[config.mk]
export PLATFORM = sky130hd
export DESIGN_NAME = clkdiv_search
export DESIGN_NICKNAME = d
export VERILOG_FILES = /design/src/rtl/clkdiv_search_pkg.sv /design/src/rtl/clkdiv_divider.sv /design/src/rtl/clkdiv_datapath.sv /design/src/rtl/clkdiv_control.sv /design/src/rtl/clkdiv_search.sv
export SDC_FILE = /design/constraint.sdc
export NUM_CORES = 2
export LEC_CHECK = 0
export ABC_CLOCK_PERIOD_IN_PS = 7300
export BUFFER_PORTS_ARGS = -buffer_cell sky130_fd_sc_hd__buf_4
export CAP_MARGIN = 40
export CORE_MARGIN = 2
export CORE_UTILIZATION = 45
export DETAILED_ROUTE_END_ITERATION = 7
export GPL_TIMING_DRIVEN = 0
export SYNTH_ARGS = -nofsm -noshare
export SYNTH_HDL_FRONTEND = slang
export SYNTH_SLANG_ARGS = --single-unit
[constraint.sdc]
create_clock -name clk -period 7.3 [get_ports clk]
set_clock_uncertainty 0.1 [all_clocks]
set_input_delay 0.73 -clock clk [delete_from_list [all_inputs] [get_ports clk]]
set_output_delay 0.73 -clock clk [all_outputs]
set_load 0.05 [all_outputs]
[src/rtl/clkdiv_search_pkg.sv]
package clkdiv_search_pkg;

  // operand selection for the shared divider
  typedef enum logic [1:0] {
    OP_A    = 2'd0,  // ref / requested rate
    OP_C    = 2'd1,  // (B+1)*rate / (ref - rate*A)
    OP_RATE = 2'd2   // ref*(C+1) / (A*(C+1)+B+1)
  } divOpE;

  // which candidate triple is loaded for evaluation
  typedef enum logic [2:0] {
    SEL_MAXA  = 3'd0,  // (Amax, 1, 1)
    SEL_AM1   = 3'd1,  // (A-1, 1, 1)
    SEL_COVF  = 3'd2,  // (A, B, Cmax)
    SEL_CVAL  = 3'd3,  // (A, B, C)
    SEL_CPLUS = 3'd4   // (A, B, C+1)
  } candSelE;

  typedef struct packed {
    logic    loadReq;
    logic    divStart;
    divOpE   divOp;
    logic    latchA;
    logic    latchC;
    logic    candLoad;
    candSelE candSel;
    logic    compare;
    logic    nextB;
  } dpCtrlT;

  typedef struct packed {
    logic divDone;
    logic aBig;
    logic exactHit;
    logic cOvf;
    logic bZero;
    logic bLast;
    logic errZero;
  } dpStatT;

endpackage

[src/rtl/clkdiv_divider.sv]
module clkdiv_divider #(
  parameter int DW = 56
) (
  input  logic          clk,
  input  logic          rst,
  input  logic          start,
  input  logic [DW-1:0] dividend,
  input  logic [DW-1:0] divisor,
  output logic [DW-1:0] quotient,
  output logic          done
);
  localparam int CW = $clog2(DW + 1);

  logic [DW-1:0] dvdQ;
  logic [DW-1:0] dvsQ;
  logic [DW-1:0] remQ;
  logic [CW-1:0] cntQ;
  logic          busyQ;
  logic [DW:0]   remShift;
  logic          fits;

  // one quotient bit per cycle: shift in the next dividend bit, try to subtract
  assign remShift = {remQ, dvdQ[DW-1]};
  assign fits     = remShift >= {1'b0, dvsQ};
  assign quotient = dvdQ;

  always_ff @(posedge clk) begin
    if (rst) begin
      dvdQ  <= '0;
      dvsQ  <= '0;
      remQ  <= '0;
      cntQ  <= '0;
      busyQ <= 1'b0;
      done  <= 1'b0;
    end else begin
      done <= 1'b0;
      if (start && !busyQ) begin
        dvdQ  <= dividend;
        dvsQ  <= divisor;
        remQ  <= '0;
        cntQ  <= CW'(DW);
        busyQ <= 1'b1;
      end else if (busyQ) begin
        remQ <= fits ? DW'(remShift - {1'b0, dvsQ}) : DW'(remShift);
        dvdQ <= {dvdQ[DW-2:0], fits};
        cntQ <= cntQ - 1'b1;
        if (cntQ == CW'(1)) begin
          busyQ <= 1'b0;
          done  <= 1'b1;
        end
      end
    end
  end

  // a finished quotient is only announced after an active run
  p_div_done_after_busy_r4: assert property (@(posedge clk) disable iff (rst)
    done |-> $past(busyQ));
  // an accepted start always begins a run
  p_div_start_runs_r4: assert property (@(posedge clk) disable iff (rst)
    (start && !busyQ) |=> busyQ);

endmodule

[src/rtl/clkdiv_datapath.sv]
module clkdiv_datapath
  import clkdiv_search_pkg::*;
#(
  parameter int unsigned REF_HZ = 66_666_666,
  parameter int          RATE_W = 32,
  parameter int          A_W    = 10,
  parameter int          B_W    = 10,
  parameter int          C_W    = 12
) (
  input  logic                     clk,
  input  logic                     rst,
  input  dpCtrlT                   ctl,
  input  logic [RATE_W-1:0]        reqRate,
  output dpStatT                   stat,
  output logic [A_W+B_W+C_W-1:0]   bestWord,
  output logic [RATE_W-1:0]        bestRate
);
  localparam int DW = RATE_W + A_W + C_W + 2;
  localparam logic [RATE_W-1:0] REF_V = RATE_W'(REF_HZ);
  localparam logic [A_W-1:0]    A_MAX = '1;
  localparam logic [B_W-1:0]    B_MAX = '1;
  localparam logic [C_W-1:0]    C_MAX = '1;
  localparam logic [DW-1:0]     C_LIM = DW'(1) << C_W;

  logic [RATE_W-1:0] tgtRate;
  logic [A_W-1:0]    aVal;
  logic [B_W-1:0]    bVal;
  logic [C_W-1:0]    cVal;
  logic              aBig;
  logic              cOvf;
  logic              errZero;
  logic [A_W-1:0]    candA;
  logic [B_W-1:0]    candB;
  logic [C_W-1:0]    candC;
  logic [RATE_W-1:0] bestErr;

  logic [DW-1:0]     divNum;
  logic [DW-1:0]     divDen;
  logic [DW-1:0]     quot;
  logic              divDone;

  logic [A_W-1:0]    nxtA;
  logic [B_W-1:0]    nxtB;
  logic [C_W-1:0]    nxtC;
  logic [RATE_W-1:0] newRate;
  logic [RATE_W-1:0] newErr;

  // divider operand selection
  always_comb begin
    divNum = DW'(REF_V);
    divDen = DW'(reqRate);
    unique case (ctl.divOp)
      OP_C: begin
        divNum = (DW'(bVal) + DW'(1)) * DW'(tgtRate);
        divDen = DW'(REF_V) - DW'(tgtRate) * DW'(aVal);
      end
      OP_RATE: begin
        divNum = DW'(REF_V) * (DW'(candC) + DW'(1));
        divDen = DW'(candA) * (DW'(candC) + DW'(1)) + DW'(candB) + DW'(1);
      end
      default: begin
        divNum = DW'(REF_V);
        divDen = DW'(reqRate);
      end
    endcase
  end

  clkdiv_divider #(.DW(DW)) u_div (
    .clk      (clk),
    .rst      (rst),
    .start    (ctl.divStart),
    .dividend (divNum),
    .divisor  (divDen),
    .quotient (quot),
    .done     (divDone)
  );

  // candidate triple chosen by the controller
  always_comb begin
    nxtA = aVal;
    nxtB = bVal;
    nxtC = cVal;
    unique case (ctl.candSel)
      SEL_MAXA:  begin nxtA = A_MAX;       nxtB = B_W'(1); nxtC = C_W'(1); end
      SEL_AM1:   begin nxtA = aVal - 1'b1; nxtB = B_W'(1); nxtC = C_W'(1); end
      SEL_COVF:  nxtC = C_MAX;
      SEL_CPLUS: nxtC = cVal + 1'b1;
      default:   nxtC = cVal;
    endcase
  end

  assign newRate = quot[RATE_W-1:0];
  assign newErr  = (newRate >= tgtRate) ? newRate - tgtRate : tgtRate - newRate;

  assign stat.divDone  = divDone;
  assign stat.aBig     = aBig;
  assign stat.exactHit = (DW'(tgtRate) * DW'(aVal)) == DW'(REF_V);
  assign stat.cOvf     = cOvf;
  assign stat.bZero    = (bVal == '0);
  assign stat.bLast    = (bVal == B_MAX);
  assign stat.errZero  = errZero;

  always_ff @(posedge clk) begin
    if (rst) begin
      tgtRate  <= '0;
      aVal     <= '0;
      bVal     <= '0;
      cVal     <= '0;
      aBig     <= 1'b0;
      cOvf     <= 1'b0;
      errZero  <= 1'b0;
      candA    <= '0;
      candB    <= '0;
      candC    <= '0;
      bestErr  <= '1;
      bestRate <= '0;
      bestWord <= '0;
    end else begin
      if (ctl.loadReq) begin
        tgtRate  <= reqRate;
        bestErr  <= '1;
        bestRate <= '0;
        bestWord <= '0;
        errZero  <= 1'b0;
      end
      if (ctl.latchA) begin
        bVal <= '0;
        aBig <= quot > DW'(A_MAX);
        if (quot == '0) begin
          aVal    <= A_W'(1);
          tgtRate <= REF_V;
        end else begin
          aVal <= A_W'(quot);
        end
      end
      if (ctl.latchC) begin
        cVal <= C_W'(quot - DW'(1));
        cOvf <= (quot == '0) || (quot >= C_LIM);
      end
      if (ctl.nextB) begin
        bVal <= bVal + 1'b1;
      end
      if (ctl.candLoad) begin
        candA <= nxtA;
        candB <= nxtB;
        candC <= nxtC;
      end
      if (ctl.compare) begin
        errZero <= (newErr == '0);
        if (newErr < bestErr) begin
          bestErr  <= newErr;
          bestRate <= newRate;
          bestWord <= {candA, candB, candC};
        end
      end
    end
  end

  // the best error never grows within a search
  p_best_err_falls_r5: assert property (@(posedge clk) disable iff (rst)
    !ctl.loadReq |=> (bestErr <= $past(bestErr)));
  // the target only moves at an accepted start or at the clamp
  p_tgt_held_r10: assert property (@(posedge clk) disable iff (rst)
    (!ctl.loadReq && !ctl.latchA) |=> $stable(tgtRate));

endmodule

[src/rtl/clkdiv_control.sv]
module clkdiv_control
  import clkdiv_search_pkg::*;
(
  input  logic   clk,
  input  logic   rst,
  input  logic   start,
  input  dpStatT stat,
  output dpCtrlT ctl,
  output logic   done
);
  typedef enum logic [3:0] {
    S_IDLE, S_WAIT_A, S_SETUP, S_WAIT_C, S_CHK_C,
    S_EVAL_GO, S_WAIT_R, S_DECIDE, S_NEXT_C
  } stateE;

  // what follows once the candidate under test has been scored
  typedef enum logic [1:0] {K_FINISH, K_B0LOW, K_C0, K_C1} kindE;

  stateE stateQ, nextState;
  kindE  kindQ, nextKind;
  logic  doneQ;
  logic  finish;

  always_comb begin
    ctl       = '0;
    nextState = stateQ;
    nextKind  = kindQ;
    finish    = 1'b0;
    unique case (stateQ)
      S_IDLE: if (start) begin
        ctl.loadReq  = 1'b1;
        ctl.divStart = 1'b1;
        ctl.divOp    = OP_A;
        nextState    = S_WAIT_A;
      end
      S_WAIT_A: if (stat.divDone) begin
        ctl.latchA = 1'b1;
        nextState  = S_SETUP;
      end
      S_SETUP: begin
        if (stat.aBig) begin
          ctl.candLoad = 1'b1;
          ctl.candSel  = SEL_MAXA;
          nextKind     = K_FINISH;
          nextState    = S_EVAL_GO;
        end else if (stat.exactHit) begin
          ctl.candLoad = 1'b1;
          ctl.candSel  = SEL_AM1;
          nextKind     = K_FINISH;
          nextState    = S_EVAL_GO;
        end else begin
          ctl.divStart = 1'b1;
          ctl.divOp    = OP_C;
          nextState    = S_WAIT_C;
        end
      end
      S_WAIT_C: if (stat.divDone) begin
        ctl.latchC = 1'b1;
        nextState  = S_CHK_C;
      end
      S_CHK_C: begin
        ctl.candLoad = 1'b1;
        nextState    = S_EVAL_GO;
        if (stat.cOvf && stat.bZero) begin
          ctl.candSel = SEL_AM1;
          nextKind    = K_B0LOW;
        end else if (stat.cOvf) begin
          ctl.candSel = SEL_COVF;
          nextKind    = K_FINISH;
        end else begin
          ctl.candSel = SEL_CVAL;
          nextKind    = K_C0;
        end
      end
      S_EVAL_GO: begin
        ctl.divStart = 1'b1;
        ctl.divOp    = OP_RATE;
        nextState    = S_WAIT_R;
      end
      S_WAIT_R: if (stat.divDone) begin
        ctl.compare = 1'b1;
        nextState   = S_DECIDE;
      end
      S_DECIDE: begin
        if (stat.errZero || kindQ == K_FINISH) begin
          finish    = 1'b1;
          nextState = S_IDLE;
        end else if (kindQ == K_B0LOW) begin
          ctl.candLoad = 1'b1;
          ctl.candSel  = SEL_COVF;
          nextKind     = K_FINISH;
          nextState    = S_EVAL_GO;
        end else if (kindQ == K_C0) begin
          ctl.candLoad = 1'b1;
          ctl.candSel  = SEL_CPLUS;
          nextKind     = K_C1;
          nextState    = S_EVAL_GO;
        end else if (stat.bLast) begin
          finish    = 1'b1;
          nextState = S_IDLE;
        end else begin
          ctl.nextB = 1'b1;
          nextState = S_NEXT_C;
        end
      end
      S_NEXT_C: begin
        ctl.divStart = 1'b1;
        ctl.divOp    = OP_C;
        nextState    = S_WAIT_C;
      end
      default: nextState = S_IDLE;
    endcase
  end

  always_ff @(posedge clk) begin
    if (rst) begin
      stateQ <= S_IDLE;
      kindQ  <= K_FINISH;
      doneQ  <= 1'b0;
    end else begin
      stateQ <= nextState;
      kindQ  <= nextKind;
      if (finish) begin
        doneQ <= 1'b1;
      end else if (start && stateQ == S_IDLE) begin
        doneQ <= 1'b0;
      end
    end
  end

  assign done = doneQ;

  // done persists while no start arrives
  p_done_hold_r9: assert property (@(posedge clk) disable iff (rst)
    (doneQ && !start) |=> doneQ);
  // an accepted start drops done at once
  p_done_clear_r9: assert property (@(posedge clk) disable iff (rst)
    (start && stateQ == S_IDLE) |=> !doneQ);
  // done is never shown while a search is in flight
  p_busy_not_done_r10: assert property (@(posedge clk) disable iff (rst)
    (stateQ != S_IDLE) |-> !doneQ);

endmodule

[src/rtl/clkdiv_search.sv]
module clkdiv_search
  import clkdiv_search_pkg::*;
#(
  parameter int unsigned REF_HZ = 66_666_666,
  parameter int          RATE_W = 32,
  parameter int          A_W    = 10,
  parameter int          B_W    = 10,
  parameter int          C_W    = 12
) (
  input  logic                   clk,
  input  logic                   rst,
  input  logic                   start,
  input  logic [RATE_W-1:0]      reqRate,
  output logic [A_W+B_W+C_W-1:0] ctrlWord,
  output logic [RATE_W-1:0]      achievedRate,
  output logic                   done
);
  dpCtrlT ctl;
  dpStatT stat;

  clkdiv_control u_ctrl (
    .clk   (clk),
    .rst   (rst),
    .start (start),
    .stat  (stat),
    .ctl   (ctl),
    .done  (done)
  );

  clkdiv_datapath #(
    .REF_HZ (REF_HZ),
    .RATE_W (RATE_W),
    .A_W    (A_W),
    .B_W    (B_W),
    .C_W    (C_W)
  ) u_dp (
    .clk      (clk),
    .rst      (rst),
    .ctl      (ctl),
    .reqRate  (reqRate),
    .stat     (stat),
    .bestWord (ctrlWord),
    .bestRate (achievedRate)
  );

endmodule

==> impl_metrics.yaml <==
setup_path:
  cp-end-kind: "flip-flop"
  crit_arrival_ns: 8.93
  reg2reg_slack_ns: -1.23
  cp_common_cell: "buf_6"
  cpPeakStageDelay_ns: 0.64
  crit_fanout: 7
  r2r-start: "u_dp.aVal[6]$_SDFFE_PP0P_"
  cp.required_ns: 7.70
  cp-start-kind: "flip-flop"
  slowest_stage: "fa_2"
  rr_worst_depth: 34
  worstSetupPathType: "flip-flop to flip-flop"
  r2r-end: "u_dp.u_div.quotient[4]$_SDFFE_PP0P_"
global_route:
  grt_pass1_wl_um: 348000
  grt_start_max_net_pins: 15
  gr-total-overflow: 0
  grt_usage_pct: 37.3
  grt_pass1_vias: 51967
  antenna_found_initial: 10
clock_tree:
  hold_buffers: 0
  insertion_delay_ns: 0.58
  clock_sinks: 365
  tritoncts: "built"
  cts_max_path_buffers: 3
  root_buffer: "clkbuf_16"
  path_clk_slew_ns: 0.07
  cts_inserted_buffers: 38
  htree_levels: 2
die:
  fp-row-count: 128
  die_w_um: 354
  initial_utilization_pct: 45.4
  die_area_mm2: 0.126
  die_y_um: 354
  coreArea_mm2: 0.122
  io_pins: 100
synth:
  syn_nets: 8074
  yosysSeqAreaShare_pct: 13.2
  synth-adder-area-share_pct: 36.9
  synth_xor_area_share_pct: 3.92
  synth_top_family_by_area: "adder cells"
  muxShareOfSynthArea_pct: 1.22
  yosysUniqueCellTypes: 102
  synth-simple-area-share_pct: 19.0
  synth_compound_area_share_pct: 17.0
  synth_edf_count: 0
  synth_top_flop_cell: "dfxtp_1"
  synth_warnings: 0
  syn_area_per_cell_um2: 8.09
  async_flop_share_pct: 0
  syn_area_mm2: 0.0552
  postSynthCellCount: 6824
  synth_seq_cells: 365
detailed_routing:
  drc_errors: 0
  wl_um: 239000
  drt.antenna.violating_nets: 0
  first_pass_iters: 7
  via_per_inst: 6.00
  post_drt_wl_per_cell_um: 26.8
  drt-initial-drc-count: 5953
  vias: 53572
hold_path:
  hold_start: "reqRate[11]"
  min-delay-path-class: "input port to flip-flop"
  min_path_cells: 3
  hold_end: "u_dp.tgtRate[11]$_SDFF_PP0_"
timing:
  rsz0062_at_grt: "yes"
  max_freq_ghz: 0.117
  worst_slack_ns: -1.23
  finalCriticalPeriod_ns: 8.53
  worst_slew_pin_slew_ns: 1.16
  finalMaxSlewViolations: 0
  min_period_over_period_pct: 117
  setup_viol: 195
  finalHoldViolCount: 0
  slew_headroom_pct: 22.9
finish:
  finalCoreUtilization_pct: 55.4
  drive_gt1_share_pct: 15.8
  area_growth_pct: 22.0
  fin_nets: 8514
  fill_cells: 11230
  layout_commonest_cell: "inv_1"
  layout_common_cells: "inv_1 (830), nand2_1 (821), fa_1 (677), ha_1 (507), nor2_1 (474)"
place:
  place_ws_ns: -3.17
  dpl.hpwl_um: 189000
  port_buffers: 98
  place.gp.congestion: 1.04
job:
  max_cap_violations: 0
outcome:
  status: "finished, violations left"
  violations: "negative setup slack"
pwr:
  p_leak_nw: 31.6
  power_density_mw_per_mm2: 158
  vdd_drop_max_uv: 275
-- metal layers --
layer | vias to the layer above | GRT usage (%) | share of wire, %
met1 | 26417 | 49.8 | 41
met3 | 583 | 10.6 | 11
li1 | 23758 | - | -
met5 | - | 0 | 0.025
met2 | 2804 | 54.6 | 41
met4 | 10 | 19.8 | 6.7
-- logic make-up after synthesis --
logic type      count (synthesis)
mux                            65
simple gates                 2247
flops                         365
xor+xnor                      247
buf+inv                      1257
fa+ha+maj                    1215
compound gates               1428
-- where the power goes --
group	switching [W]	internal, W
clock	0.000920	0.00111
combinational	0.00395	0.00231
sequential	0.000219	0.00214
total	0.00509	0.00556
-- critical path, delay by kind of cell, from the launching register on --
kind            cells  cell delay [ns]
flops               1             0.33
simple gates       10             1.62
fa+ha+maj           7             3.18
compound gates      7             1.73
buf+inv            10             1.44
-- registers in the layout (all words and copies together), names as in the netlist, 2 cells and up --
register,cells
u_dp.u_div.remQ,56
u_dp.tgtRate,32
u_dp.candB,10
u_dp.u_div.quotient,56
u_ctrl.kindQ,2
u_dp.bestErr,32
u_dp.cVal,12
u_dp.bestRate,32
u_dp.candA,10
u_dp.candC,12
u_ctrl.stateQ,4
u_dp.aVal,10
u_dp.bestWord,32
u_dp.bVal,10
u_dp.u_div.cntQ,6
u_dp.u_div.dvsQ,43
-- how the worst max path moves through the flow --
stage                                            from                                  end  slack, ns  cells after the start
after detailed placement  u_dp.tgtRate[20]$_SDFF_PP0_     u_dp.u_div.dvsQ[21]$_SDFFE_PP0P_      -3.17                     30
final                       u_dp.aVal[6]$_SDFFE_PP0P_  u_dp.u_div.quotient[4]$_SDFFE_PP0P_      -1.23                     34
after CTS                 u_dp.tgtRate[11]$_SDFF_PP0_  u_dp.u_div.quotient[9]$_SDFFE_PP0P_      -0.75                     29
after global placement    u_dp.tgtRate[30]$_SDFF_PP0_     u_dp.u_div.dvsQ[21]$_SDFFE_PP0P_      -3.90                     30
after floorplan           u_dp.tgtRate[12]$_SDFF_PP0_  u_dp.u_div.quotient[8]$_SDFFE_PP0P_     0.0001                     29
after global routing        u_dp.aVal[6]$_SDFFE_PP0P_     u_dp.u_div.dvsQ[23]$_SDFFE_PP0P_      -1.40                     32
-- final cells by class --
class                   count  area (um2)  share of cell area (%)
diodes                      8        20.0                  0.0297
well taps                1625        2030                    3.02
multi-input cells        5202       45600                    67.6
inverters                 848        3230                    4.80
repair buffers            418        3960                    5.87
clock buffers              59        1130                    1.68
flip-flops and latches    365        7410                    11.0
plain buffers             391        3910                    5.80
clock inverters            11         113                   0.167
-- synthesized netlist by cell type (19+ instances only) --
cell / number / share of area, %
a311oi_1: 33 / 0.52
a31oi_1: 67 / 0.76
and3_1: 69 / 0.78
mux2i_1: 47 / 0.85
nand3_1: 241 / 2.2
nand2b_1: 58 / 0.66
clkbuf_1: 351 / 2.4
o31ai_1: 19 / 0.26
or4_1: 26 / 0.35
or3_1: 24 / 0.27
a21oi_1: 432 / 3.9
buf_2: 30 / 0.27
a22oi_1: 19 / 0.26
o211ai_1: 57 / 0.77
and2_1: 215 / 2.4
nand4_1: 70 / 0.79
a211oi_1: 92 / 1.3
nor4_1: 22 / 0.25
o221ai_1: 25 / 0.40
buf_1: 24 / 0.16
nor2_1: 488 / 3.3
o21bai_1: 45 / 0.61
xor2_1: 83 / 1.3
dfxtp_1: 365 / 13
a21o_1: 120 / 1.6
o21a_1: 50 / 0.68
fa_1: 691 / 25
nor3_1: 82 / 0.74
ha_1: 524 / 12
nor2b_1: 51 / 0.58
o21ai_0: 233 / 2.1
xnor2_1: 164 / 2.6
inv_1: 841 / 5.7
nand2_1: 838 / 5.7
a221oi_1: 34 / 0.54
-- timing repair --
action	CTS	global route
pin swaps	255	128
gates cloned	15	2
gates resized for setup	858	165
endpoints found under the setup margin	294	290
buffers inserted	170	82
-- metrics by stage --
step                      setup TNS [ns]  power [W]  cell area (um2)  cells  hold slack [ns]
after floorplan                        0    0.00610            55600   6824            0.335
after global placement           -598.09    0.00788            58400   8547            0.357
after detailed placement         -494.79    0.00792            59100   8601            0.352
after CTS                         -51.99     0.0103            66100   8844            0.319
after global routing             -165.93     0.0112            67400   8919            0.337
final                            -125.17     0.0107            67400   8927            0.331
Note: power is estimated with default switching activity, not from simulation.
